--- src/rtl/fst_pkg.sv ---
package fst_pkg;

    typedef enum logic [3:0] {
        SM_CONT    = 4'd0,
        SM_PEER    = 4'd1,
        SM_LOW     = 4'd2,
        SM_HIGH    = 4'd3,
        SM_FALL    = 4'd4,
        SM_RISE    = 4'd5,
        SM_TOGGLE  = 4'd6,
        SM_ANYEDGE = 4'd7,
        SM_MATCH   = 4'd8
    } start_mode_e;

    typedef enum logic [1:0] {
        SS_OWN  = 2'd0,
        SS_RX   = 2'd1,
        SS_TX   = 2'd2,
        SS_OWN2 = 2'd3
    } sync_src_e;

    typedef struct packed {
        logic prev;
        logic vld;
    } edge_state_t;

    typedef struct packed {
        logic busy;
        logic start;
    } trig_state_t;

endpackage

--- src/rtl/fst_sync_view.sv ---
module fst_sync_view
    import fst_pkg::*;
(
    input  logic [1:0] sel,
    input  logic       invert,
    input  logic       fs_own,
    input  logic       fs_rx,
    input  logic       fs_tx,
    output logic       view
);
    logic picked;

    always_comb begin
        unique case (sync_src_e'(sel))
            SS_RX:   picked = fs_rx;
            SS_TX:   picked = fs_tx;
            default: picked = fs_own;
        endcase
        view = picked ^ invert;
    end
endmodule

--- src/rtl/fst_edge_detect.sv ---
module fst_edge_detect
    import fst_pkg::*;
(
    input  logic clk,
    input  logic rst_n,
    input  logic cur,
    output logic rise,
    output logic fall
);
    edge_state_t st_d, st_q;

    always_comb begin
        st_d      = st_q;
        st_d.prev = cur;
        st_d.vld  = 1'b1;
        rise      = st_q.vld & cur & ~st_q.prev;
        fall      = st_q.vld & ~cur & st_q.prev;
    end

    always_ff @(posedge clk) begin
        if (!rst_n) st_q <= '0;
        else        st_q <= st_d;
    end
endmodule

--- src/rtl/fst_cond_eval.sv ---
module fst_cond_eval
    import fst_pkg::*;
#(
    parameter int DW = 16
) (
    input  logic [3:0]    mode,
    input  logic          view,
    input  logic          rise,
    input  logic          fall,
    input  logic          busy,
    input  logic          peer_start,
    input  logic          own_done,
    input  logic          is_rx,
    input  logic [DW-1:0] cmp,
    input  logic [DW-1:0] word,
    input  logic          word_vld,
    output logic          fire
);
    logic idle;
    logic hit;

    always_comb begin
        idle = ~busy;
        hit  = is_rx & word_vld & (word == cmp);
        unique case (mode)
            SM_CONT:    fire = own_done | idle;
            SM_PEER:    fire = peer_start;
            SM_LOW:     fire = idle & ~view;
            SM_HIGH:    fire = idle & view;
            SM_FALL:    fire = fall;
            SM_RISE:    fire = rise;
            SM_TOGGLE:  fire = idle & (rise | fall);
            SM_ANYEDGE: fire = rise | fall;
            SM_MATCH:   fire = idle & hit;
            default:    fire = 1'b0;
        endcase
    end
endmodule

--- src/rtl/frame_start_trigger.sv ---
module frame_start_trigger
    import fst_pkg::*;
#(
    parameter int DW = 16
) (
    input  logic          clk,
    input  logic          rst_n,
    input  logic [3:0]    cfg_mode,
    input  logic [1:0]    cfg_sync_sel,
    input  logic          cfg_frame_edge,
    input  logic          cfg_is_rx,
    input  logic [DW-1:0] cfg_cmp,
    input  logic          fs_own,
    input  logic          fs_rx,
    input  logic          fs_tx,
    input  logic          peer_start,
    input  logic          own_done,
    input  logic [DW-1:0] rx_word,
    input  logic          rx_valid,
    output logic          start
);
    logic        view;
    logic        rise;
    logic        fall;
    logic        fire;
    trig_state_t st_d, st_q;

    fst_sync_view u_view (
        .sel    (cfg_sync_sel),
        .invert (cfg_frame_edge),
        .fs_own (fs_own),
        .fs_rx  (fs_rx),
        .fs_tx  (fs_tx),
        .view   (view)
    );

    fst_edge_detect u_edge (
        .clk   (clk),
        .rst_n (rst_n),
        .cur   (view),
        .rise  (rise),
        .fall  (fall)
    );

    fst_cond_eval #(.DW(DW)) u_eval (
        .mode       (cfg_mode),
        .view       (view),
        .rise       (rise),
        .fall       (fall),
        .busy       (st_q.busy),
        .peer_start (peer_start),
        .own_done   (own_done),
        .is_rx      (cfg_is_rx),
        .cmp        (cfg_cmp),
        .word       (rx_word),
        .word_vld   (rx_valid),
        .fire       (fire)
    );

    // Start wins over done: a transfer launched in the done cycle keeps busy.
    always_comb begin
        st_d       = st_q;
        st_d.start = fire;
        if (fire)          st_d.busy = 1'b1;
        else if (own_done) st_d.busy = 1'b0;
    end

    always_ff @(posedge clk) begin
        if (!rst_n) st_q <= '0;
        else        st_q <= st_d;
    end

    assign start = st_q.start;
endmodule

--- config.mk ---
export PLATFORM = sky130hd
export DESIGN_NAME = frame_start_trigger
export DESIGN_NICKNAME = d
export VERILOG_FILES = /design/src/rtl/fst_pkg.sv /design/src/rtl/fst_sync_view.sv /design/src/rtl/fst_edge_detect.sv /design/src/rtl/fst_cond_eval.sv /design/src/rtl/frame_start_trigger.sv
export SDC_FILE = /design/constraint.sdc
export NUM_CORES = 1
export LEC_CHECK = 0
export ABC_AREA = 1
export BUFFER_PORTS_ARGS = -buffer_cell sky130_fd_sc_hd__buf_2
export CORE_AREA = 8 8 51 53
export DETAILED_ROUTE_END_ITERATION = 10
export DIE_AREA = 0 0 59 61
export HOLD_SLACK_MARGIN = 0.1
export PLACE_DENSITY = 0.76
export SLEW_MARGIN = 0
export SYNTH_ARGS = -nofsm -noshare
export SYNTH_HDL_FRONTEND = slang
export SYNTH_SLANG_ARGS = --single-unit
--- constraint.sdc ---
create_clock -name clk -period 1.9 [get_ports clk]
set_input_delay 0.38 -clock clk [delete_from_list [all_inputs] [get_ports clk]]
set_output_delay 0.38 -clock clk [all_outputs]
set_load 0.02 [all_outputs]
Yosys cells after proc, flatten, opt, wreduce, memory -nomap -nowiden

Cells that the tools add are included.

Flip-flop bits (word level): 4
Input port bits: 48
Output and inout bits: 1
Word-level logic and storage cells: 38

Eq/ne operators: 11
Mux-type cells: 5
Bitwise operators: 16
Reduce and logical (&&, ||, !) cells: 2

Operators by type and width:

| operator           | number |
|---|---|
| $eq 16x16->1       | 1 |
| $eq 4x3->1 const B | 4 |
| $and 1x1->1        | 10 |
| $pmux 1 s9         | 1 |
| $eq 4x2->1 const B | 2 |
| $eq 4x1->1 const B | 1 |
| $eq 4x4->1 const B | 1 |
| $logic_not 4->1    | 1 |
| $mux 1             | 3 |
| $not 1->1          | 3 |
| $eq 2x1->1 const B | 1 |
| $eq 2x2->1 const B | 1 |
| $or 1x1->1         | 2 |
| $pmux 1 s2         | 1 |
| $reduce_bool 2->1  | 1 |
| $xor 1x1->1        | 1 |

Depth between registers and ports, before layout

Gate-level depths: netlist (run 1).

Depth after elaboration: 10
Mapped depth: 15
Gate-level depth less buffers: 15

Modules after synthesis

Synthesis (run 1) repeated with hierarchy kept, for this count alone.

Cells, all modules: 139
Area, all modules: 654.4 µm²

Modules (own cells, without submodules):

| module              | times used | cells an instance | area an instance (µm²) | seq. area each (µm²) |
|---|---|---|---|---|
| fst_cond_eval       | 1          | 108               | 447.9                  | 0.0 |
| fst_sync_view       | 1          | 16                | 83.8                   | 0.0 |
| fst_edge_detect     | 1          | 8                 | 62.6                   | 40.0 |
| frame_start_trigger | 1          | 7                 | 60.1                   | 40.0 |

Least setup slack after synthesis (run 1)

Ideal clock, no wire load.

Kind: input -> register
Start: input port cfg_sync_sel[0]
End: register st_q[1] (netlist bit)
Library setup time: 114 ps
Arrival time: 1482 ps
Required time: 1786 ps
Slack: 304 ps
Cell stages on the path: 14
Buffers on the path: 0
Cells stage by stage: inv_1 > ha_1 > inv_1 > or2_1 > nand3_2 > nand2_4 > nand2_2 > nand2_1 > nand2_1 > nand2_1 > nand2_1 > nand3_1 > nand2_1 > nand2_1

Word-level cells in the longest chain between the ends: 10
Elaborated cells between the ends (all ways): 16
Classes of those cells: eq/ne (2); mux (3); bitwise (10); reduce/logical (1)

Ends and longest elaborated chain:

| item                                        | line                                       | text |
|---|---|---|
| from (decl)                                 | frame_start_trigger.sv:9                   | `input logic [1:0] cfg_sync_sel,` |
| $eq 2x2->1 or $eq 2x1->1 (tied branches)    | fst_sync_view.sv:14                        | `unique case (sync_src_e'(sel))` |
| $pmux 1 s2 (*)                              | fst_sync_view.sv:14                        |  |
| $xor 1x1->1 (*)                             | fst_sync_view.sv:19                        | `view = picked ^ invert;` |
| $not 1->1                                   | fst_edge_detect.sv:17, fst_cond_eval.sv:28 |  |
| $and 1x1->1 (2 in series)                   | fst_edge_detect.sv:17                      | `fall = st_q.vld & ~cur & st_q.prev;` |
| $or 1x1->1                                  | fst_cond_eval.sv:32, fst_cond_eval.sv:33   |  |
| $and 1x1->1                                 | fst_cond_eval.sv:32                        | `SM_TOGGLE: fire = idle & (rise \| fall);` |
| $pmux 1 s9 (*)                              | fst_cond_eval.sv:25                        | `unique case (mode)` |
| $mux 1 or $reduce_bool 2->1 (tied branches) | n/a                                        |  |
| to (signal assigned)                        | frame_start_trigger.sv:70                  | `else st_q <= st_d;` |
| to (decl)                                   | frame_start_trigger.sv:26                  | `trig_state_t st_d, st_q;` |

Every way passes the cells marked *; elsewhere a longest branch is shown, timed or not.
A chain may end at the register's enable or synchronous reset.

Worst setup path in the final report (run 1)

Ends and elaborated chain as after synthesis.

==> results of run 1 <==
## final timing paths
path,startpoint,to,slack (ps),depth (start not counted)
worst max-delay path,cfg_sync_sel[0],st_q[1],300,15
worst min-delay path,rst_n,u_edge.st_q[0],300,1
worst max register to register,st_q[1],st_q[1],980,5
worst min register to register,st_q[1],st_q[1],490,2
## registers in the layout, indices dropped and copies added, names as in the netlist
name,flops
start,1
u_edge.st_q,2
st_q,1
## power by group
group / internal, W / switching [W] / leakage, nW / total, W
sequential: 0.0000908 / 0.00000276 / 0.0332 / 0.0000936
combinational: 0.0000751 / 0.0000850 / 0.659 / 0.000160
clock: 0.0000702 / 0.0000283 / 0.0138 / 0.0000985
## cell families after synthesis
logic type,Yosys count,share of synthesized area
adders and majority gates,2,0.03597
AOI/OAI and AO/OA,3,0.03057
and+or+nand+nor,96,0.5720
DFF,4,0.1151
buffers and inverters,41,0.2212
xor gates and xnor gates,2,0.02518
## critical path, delay by kind of cell
| kind | cells | cell delay, ps |
|---|---|---|
| adder cells (fa/ha/maj) | 1 | 280 |
| buffers and inverters | 3 | 190 |
| AND/OR/NAND/NOR | 11 | 860 |
## cells in the final DEF (no fill, tap or decap), drive strengths merged
cell / count
a211oi: 1
nor3: 2
inv: 40
clkbuf: 3
nor2: 25
xor2: 2
clkinv: 1
nand3: 8
buf: 48
dfxtp: 4
a41oi: 1
nand2: 59
ha: 2
o21ai: 1
or2: 2
## area by class of cell
cell class	count	share of cell area
Clock buffer	3	0.02270
Inverter	41	0.1551
Multi-Input combinational cell	103	0.4653
Sequential cell	4	0.08071
Tap cell	27	0.03405
Timing Repair Buffer	48	0.2421
## routing by layer
layer / track usage / wire (um) / vias to the layer above
met5: 0 / 0 / -
met4: 0.02730 / 0 / 0
met3: 0.04025 / 224 / 0
met2: 0.2009 / 907 / 37
met1: 0.1103 / 797 / 382
li1: - / - / 525
## metrics by stage
step | area (um2) | util | power (W)
floorplan | 695.7 | - | 0.0001835
global placement | 969.7 | 0.5265 | 0.0002490
detailed placement | 969.7 | 0.5265 | 0.0002565
CTS | 992.2 | 0.5387 | 0.0003589
global route | 992.2 | 0.5387 | 0.0003877
finish | 992.2 | 0.5387 | 0.0003521
==> results.sh, run 1 <==
export IMPL_dpl_worst_slack_ps=61.96
export IMPL_yosysSeqAreaShare=0.1151
export IMPL_gp_congestion=0.7390
export IMPL_slew_headroom=0.8559
export IMPL_grt_util_all_layers=0.1076
export IMPL_cp_common_cell="nand2_1"
export IMPL_syn_to_final_growth_pct=42.63
export IMPL_grt_max_degree=7
export IMPL_ys_ff_latch=4
export IMPL_die_h_um=61
export IMPL_fin_cells=226
export IMPL_timing_max_cap_violations=0
export IMPL_ir_drop_mv=0.3589
export IMPL_final_fill_count=226
export IMPL_hold_class="in -> reg"
export IMPL_clk_latency_ps=230
export IMPL_worstSetupEndpointType="flip-flop"
export IMPL_leakagePower_nw=0.7056
export IMPL_grt_ovfl_total=0
export IMPL_cts_tree="yes"
export IMPL_final_max_slew_violation_count=0
export IMPL_fin_setup_tns_ps=0
export IMPL_num_vias=944
export IMPL_layout_drive_gt1_share=0.2814
export IMPL_ioPinCount=49
export IMPL_netlist_area_um2=695.7
export IMPL_dp_hpwl_um=1796
export IMPL_fmaxAchievable_mhz=625.0
export IMPL_syn_inst=148
export IMPL_firstDrtPassIters=4
export IMPL_nNetsFinal=251
export IMPL_synth_commonest_cells="57 x nand2_1, 39 x inv_1, 25 x nor2_1"
export IMPL_initial_core_util=0.3777
export IMPL_clock_path_buffers=2
export IMPL_multi_input_area_um2=461.7
export IMPL_cp_arrival_ps=1710
export IMPL_tightest_slew_ps=214.8
export IMPL_slowest_stage="ha_1"
export IMPL_path_clk_slew_ps=40
export IMPL_grt_pass1_vias=872
export IMPL_yosys_area_top_type="nand2_1"
export IMPL_viasPerCell=4.177
export IMPL_rsz0062_at_grt="no"
export IMPL_synth_top_area_frac=0.3076
export IMPL_final_setup_worst_slack_ps=300.0
export IMPL_rows=16
export IMPL_die_area_um2=3599
export IMPL_dp_cells=223
export IMPL_powerDensity_nw_per_um2=354.9
export IMPL_cts_hold_buf=0
export IMPL_clock_sinks=4
export IMPL_diodes=0
export IMPL_cts_root_buf="clkbuf_4"
export IMPL_criticalPathCategory="in -> reg"
export IMPL_setup_violations=0
export IMPL_synth_flop_cell="dfxtp_1"
export IMPL_wl_um=1929
export IMPL_fin_crit_sh=0.8421
export IMPL_syn_area_per_cell_um2=4.700
export IMPL_whs_ps=301.4
export IMPL_hold_violations=0
export IMPL_yosys_top_cells_area="nand2_1 31%, inv_1 21%, nor2_1 13%, dfxtp_1 12%, nand3_1 4.3%"
export IMPL_die_x_um=59
export IMPL_cts_htree_levels=1
export IMPL_finClkSkew_ps=4.568
export IMPL_io_buffers=48
export IMPL_cts_buffers=3
export IMPL_slowest_delay_ps=280
export IMPL_yosysMostFrequentCell="nand2_1"
export IMPL_run_status="finished, final reports clean"
export IMPL_seqCellArea_um2=80.08
export IMPL_grt_pass1_wl_um=3194
export IMPL_crit_path_start_kind="primary input"
export IMPL_syn_num_nets=198
export IMPL_ys_warn_count=0
export IMPL_core_um2=1842
export IMPL_drtIter0Drc=25
export IMPL_synth_edf_count=0
export IMPL_post_cts_buffers=0
export IMPL_antenna_found_initial=0
export IMPL_async_reset_ff_frac=0
export IMPL_finalCriticalPeriod_ps=1600
export IMPL_ant_nets=0
export IMPL_crit_chain="buf_2, inv_1, ha_1, inv_1, or2_1, nand3_2, nand2_4, nand2_2, nand2_1, nand2_1, nand2_1, nand2_1, nand3_1, nand2_1, nand2_1"
export IMPL_yosys_cell_types_count=17
export IMPL_drcViolationCount=0
export IMPL_cts_resized=0
export IMPL_critPathRequiredTime_ps=2010
export IMPL_avgRoutedWirePerCell_um=8.535
export IMPL_cp_max_fo=6
Note: power is estimated with default switching activity, not from simulation.
==> run 2, diff against run 1 <==
- ABC_AREA: 1 -> 0
- CORE_AREA: 8 8 51 53 -> 8 8 47 49
- DIE_AREA: 0 0 59 61 -> 0 0 55 57
- PLACE_DENSITY: 0.76 -> 0.75
- clock period: 1.9 -> 1.5 ns (I/O delays scaled with it)
==> run 2 against run 1 <==
Effect of this change: sequential power up 31%; global-route usage is 0.63 points lower; first-iteration DRC count decreased by 88%; wire length shrank 19%; cell count decreased by 45%; total power up 34%; synthesized area down 30%; cell area decreased by 18%; via count is 39% lower; clock skew grew 3.8 ps; combinational power is 34% higher; critical endpoint is now start; largest power group unchanged; highest routed layer unchanged.
==> results.sh, run 2 <==
export IMPL_netlist_area_um2=489.2
export IMPL_p_sw_w=0.0001413
export IMPL_io_buffers=48
export IMPL_hold_class="in -> reg"
export IMPL_die_area_um2=3135
export IMPL_path_clk_slew_ps=40
export IMPL_diodes=0
export IMPL_cp_max_fo=2
export IMPL_cts_hold_buf=0
export IMPL_async_reset_ff_frac=0
export IMPL_whs_ps=189.5
export IMPL_ys_warn_count=0
export IMPL_power_w=0.0004724
export IMPL_seqPwrFrac=0.260
export IMPL_finalCriticalPeriod_ps=1452
export IMPL_rsz0062_at_grt="yes"
export IMPL_final_fill_count=161
export IMPL_final_cell_mix="46 x buf_2, 15 x xnor2_1, 6 x xor2_1, 4 x dfxtp_1"
export IMPL_power_share_clock=0.287
export IMPL_synth_edf_count=0
export IMPL_synth_commonest_cells="16 x xnor2_1, 6 x xor2_1, 4 x dfxtp_1, 4 x inv_1"
export IMPL_wl_um=1569
export IMPL_power_share_combinational=0.454
export IMPL_utilization=0.5159
export IMPL_cts_htree_levels=1
export IMPL_ys_ff_latch=4
export IMPL_gp_congestion=0.7758
export IMPL_cts_tree="yes"
export IMPL_grt_util_all_layers=0.1013
export IMPL_leakagePower_nw=0.3881
export IMPL_nNetsFinal=159
export IMPL_final_max_slew_violation_count=0
export IMPL_clock_sinks=4
export IMPL_die_h_um=57
export IMPL_initial_core_util=0.3103
export IMPL_yosys_area_top_type="xnor2_1"
export IMPL_clock_path_buffers=2
export IMPL_final_area_um2=813.3
export IMPL_synth_top_area_frac=0.2864
export IMPL_firstDrtPassIters=2
export IMPL_grt_pass1_vias=600
export IMPL_drcViolationCount=0
export IMPL_tightest_slew_ps=372.2
export IMPL_yosysSeqAreaShare=0.1637
export IMPL_antenna_found_initial=0
export IMPL_yosys_cell_types_count=23
export IMPL_cp_arrival_ps=1610
export IMPL_criticalPathCategory="in -> reg"
export IMPL_yosysMostFrequentCell="xnor2_1"
export IMPL_hold_violations=0
export IMPL_ioPinCount=49
export IMPL_largest_register="u_edge.st_q"
export IMPL_critPathRequiredTime_ps=1660
export IMPL_timing_max_cap_violations=0
export IMPL_num_vias=572
export IMPL_crit_path_start_kind="primary input"
export IMPL_synth_flop_cell="dfxtp_1"
export IMPL_slew_headroom=0.7484
export IMPL_ant_nets=0
export IMPL_ir_drop_mv=0.3230
export IMPL_dp_hpwl_um=1374
export IMPL_post_dp_cell_area_um2=764.5
export IMPL_avgRoutedWirePerCell_um=12.65
export IMPL_setup_violations=0
export IMPL_die_x_um=55
export IMPL_layout_drive_gt1_share=0.5607
export IMPL_cts_root_buf="clkbuf_4"
export IMPL_syn_area_per_cell_um2=8.736
export IMPL_grt_max_degree=6
export IMPL_layout_commonest_cell="buf_2"
export IMPL_viasPerCell=4.613
export IMPL_internal_power_w=0.0003310
export IMPL_clk_latency_ps=240
export IMPL_yosys_top_cells_area="xnor2_1 29%, dfxtp_1 16%, xor2_1 11%, ha_1 5.1%, nand4_4 4.3%"
export IMPL_core_um2=1577
export IMPL_fmaxAchievable_mhz=688.5
export IMPL_grt_ovfl_total=0
export IMPL_fin_crit_sh=0.9682
export IMPL_syn_inst=56
export IMPL_syn_to_final_growth_pct=66.24
export IMPL_cts_buffers=3
export IMPL_largest_reg_flops=2
export IMPL_run_status="finished, final reports clean"
export IMPL_worstSetupEndpointType="flip-flop"
export IMPL_switching_share=0.2992
export IMPL_grt_pass1_wl_um=2401
export IMPL_rows=15
export IMPL_drtIter0Drc=3
export IMPL_syn_num_nets=106
export IMPL_powerDensity_nw_per_um2=580.8
export IMPL_post_cts_buffers=0
export IMPL_finClkSkew_ps=8.361
[run 2: cell type report]
class / count / area, um2 / area share
clock buffers: 3 / 22.52 / 0.02769
inverters: 4 / 15.01 / 0.01846
flip-flops and latches: 4 / 80.08 / 0.09846
multi-input cells: 47 / 414.1 / 0.5092
repair buffers: 49 / 260.3 / 0.3200
well taps: 17 / 21.27 / 0.02615
[run 2: worst paths after layout]
check	from	end	slack, ps	cells after the start
max reg2reg	st_q[1]	start	80	4
min	rst_n	u_edge.st_q[0]	190	1
min reg2reg	st_q[1]	st_q[1]	620	2
max	rx_word[11]	start	50	6
[run 2: power groups by stage]
stage / sequential (W) / combinational (W) / clock [W]
3_5_place_dp: 0.000124 / 0.000203 / 0
2_1_floorplan: 0.000125 / 0.000113 / 0
5_1_grt: 0.000123 / 0.000235 / 0.000146
6_report: 0.000123 / 0.000214 / 0.000135
4_1_cts: 0.000122 / 0.000205 / 0.000139
3_3_place_gp: 0.000124 / 0.000198 / 0
[run 2: stage by stage]
step / setup slack (ps) / std cells / TNS, ps
final: 47.63 / 124 / 0
after global routing: -18.85 / 124 / -33.41
after CTS: 10.30 / 124 / 0
after detailed placement: -174.3 / 121 / -377.6
after floorplan: 7.545 / 56 / 0
after global placement: -186.1 / 121 / -357.7
[run 2: metal layers]
layer	GRT usage	share of wire
met5	0	0
met4	0.03093	0
met3	0.04416	0.075
met2	0.1848	0.58
met1	0.09524	0.34
[run 2: kinds of logic after synthesis]
logic type / after synthesis / share of synthesized area
xor gates and xnor gates: 22 / 0.3939
and+or+nand+nor: 16 / 0.2200
DFF: 4 / 0.1637
muxes: 1 / 0.02046
buffers and inverters: 5 / 0.03835
adders and majority gates: 2 / 0.05114
AOI/OAI and AO/OA: 6 / 0.1125
[run 2: repair_timing]
action	CTS	global route
endpoints found under the setup margin	0	2
gates resized for setup	0	4
hold endpoints to repair	0	0
[run 2: critical path: stages]
cell and delay (ps):
buf_6 90, xor2_1 140, nor4_1 270, nand4_1 160, or4_4 460, a31oi_2 190
==> run 3, diff against run 2 <==
- PLACE_DENSITY: 0.75 -> 0.73
==> run 3 against run 2 <==
Effect of this change: fmax grew 2.9%; sequential share of layout area grew 0.33 points; hold slack lost 5.3 ps; first-iteration DRC count grew to 3.7 times the previous value; clock power is essentially flat; cell count is the same.
==> results.sh, run 3 (synthesis results as in run 2) <==
export IMPL_hold_violations=0
export IMPL_fin_cells=124
export IMPL_finClkSkew_ps=3.500
export IMPL_final_fill_count=171
export IMPL_r2r_cells=4
export IMPL_slew_headroom=0.7526
export IMPL_timing_critical_path_from="cfg_cmp[11]"
export IMPL_leakagePower_nw=0.3779
export IMPL_cts_buffers=3
export IMPL_powerDensity_nw_per_um2=580.5
export IMPL_syn_to_final_growth_pct=60.87
export IMPL_rsz0062_at_grt="no"
export IMPL_num_vias=586
export IMPL_io_buffers=48
export IMPL_worstReg2RegStart="st_q[1]"
export IMPL_layout_commonest_cell="buf_2"
export IMPL_cts_resized=0
export IMPL_initial_core_util=0.3103
export IMPL_gp_congestion=0.7648
export IMPL_final_cell_mix="48 x buf_2, 16 x xnor2_1, 6 x xor2_1, 4 x dfxtp_1"
export IMPL_path_clk_slew_ps=40
export IMPL_setup_violations=0
export IMPL_die_area_um2=3135
export IMPL_setup_worst_path_end="st_q[1]"
export IMPL_hold_class="in -> reg"
export IMPL_regToRegSetupSlack_ps=160
export IMPL_r2r_end="st_q[1]"
export IMPL_die_x_um=55
export IMPL_largest_register="u_edge.st_q"
export IMPL_cts_hold_buf=0
export IMPL_ir_drop_mv=0.3502
export IMPL_core_um2=1577
export IMPL_critPathRequiredTime_ps=1660
export IMPL_worstSetupEndpointType="flip-flop"
export IMPL_antenna_found_initial=0
export IMPL_critPathBufInv=1
export IMPL_crit_chain="buf_2, xor2_1, nor4_1, nand4_1, or4_4, a41oi_2"
export IMPL_grt_util_all_layers=0.1008
export IMPL_ioPinCount=49
export IMPL_cp_top_family="simple AND/OR/NAND/NOR gates"
export IMPL_cts_htree_levels=1
export IMPL_timing_max_cap_violations=0
export IMPL_largest_reg_flops=2
export IMPL_drtIter0Drc=11
export IMPL_post_cts_buffers=0
export IMPL_grt_ovfl_total=0
export IMPL_crit_path_start_kind="primary input"
export IMPL_ant_nets=0
export IMPL_dp_hpwl_um=1456
export IMPL_criticalPathCategory="in -> reg"
export IMPL_rows=15
export IMPL_cts_root_buf="clkbuf_4"
export IMPL_slowest_stage="or4_4"
export IMPL_wl_um=1540
export IMPL_dp_cells=121
export IMPL_slowest_delay_ps=450
export IMPL_cp_arrival_ps=1570
export IMPL_avgRoutedWirePerCell_um=12.42
export IMPL_finalCriticalPeriod_ps=1412
export IMPL_clk_latency_ps=230
export IMPL_run_status="finished, final reports clean"
export IMPL_grt_pass1_wl_um=2428
export IMPL_cts_tree="yes"
export IMPL_fin_crit_sh=0.9410
export IMPL_tightest_slew_ps=366.0
export IMPL_cp_max_fo=2
export IMPL_worst_path_stages=6
export IMPL_firstDrtPassIters=4
export IMPL_final_max_slew_violation_count=0
export IMPL_nNetsFinal=159
export IMPL_clock_path_buffers=2
export IMPL_viasPerCell=4.726
export IMPL_utilization=0.4992
export IMPL_layout_drive_gt1_share=0.5421
export IMPL_drcViolationCount=0
export IMPL_diodes=0
export IMPL_clock_sinks=4
export IMPL_grt_pass1_vias=609
export IMPL_grt_max_degree=6
export IMPL_die_h_um=57
export IMPL_fmaxAchievable_mhz=708.4
## run 3: cell counts in the layout (fill, tap and decap cells not counted)
Identical to the previous run, type by type.
## run 3: stage by stage
step | hold WS, ps | setup TNS [ps] | power, W | instance area (um2) | setup slack [ps]
3_5_place_dp | 419.2 | -333.7 | 0.0003279 | 764.5 | -155.4
2_1_floorplan | 327.7 | 0 | 0.0002376 | 499.2 | 7.545
3_3_place_gp | 420.2 | -339.9 | 0.0003225 | 764.5 | -165.4
4_1_cts | 176.4 | 0 | 0.0004659 | 787.0 | 80.36
5_1_grt | 177.9 | 0 | 0.0004951 | 787.0 | 11.97
6_report | 184.2 | 0 | 0.0004569 | 787.0 | 88.44
## run 3: metal layers
| layer | wire length, um | GRT usage | part of all wire |
|---|---|---|---|
| met1 | 481 | 0.09687 | 0.31 |
| met2 | 897 | 0.1799 | 0.58 |
| met3 | 160 | 0.05455 | 0.10 |
| met4 | 0 | 0.02062 | 0 |
| met5 | 0 | 0 | 0 |
## run 3: worst min-delay path by stage
stage | slack [ps] | endpoint | from | cells past startpoint
after detailed placement | 420 | u_edge.st_q[0] | rst_n | 1
after CTS | 180 | u_edge.st_q[0] | rst_n | 1
after global routing | 180 | u_edge.st_q[0] | rst_n | 1
after global placement | 420 | u_edge.st_q[0] | rst_n | 1
after floorplan | 330 | u_edge.st_q[0] | rst_n | 0
final | 180 | u_edge.st_q[0] | rst_n | 1
## run 3: final cells by class
type | count | area, um2 | area share
multi-input combinational | 47 | 400.4 | 0.5087
inverter | 4 | 15.01 | 0.01908
tap | 17 | 21.27 | 0.02703
clock buffer | 3 | 22.52 | 0.02862
timing repair buffer | 49 | 247.7 | 0.3148
sequential | 4 | 80.08 | 0.1017
## run 3: power breakdown
group          total, W  switching (W)  leakage (nW)  internal (W)
logic          0.000201      0.0000843         0.331      0.000117
clock network  0.000133      0.0000436        0.0138     0.0000895
registers      0.000123     0.00000652        0.0332      0.000116
total          0.000457       0.000134         0.378      0.000322
## run 3: worst reg2reg max path, stage by stage (launching register included)
cell	delay (ps)
dfxtp_1	330
nor3_1	190
nand4_1	130
or4_4	450
a41oi_2	180
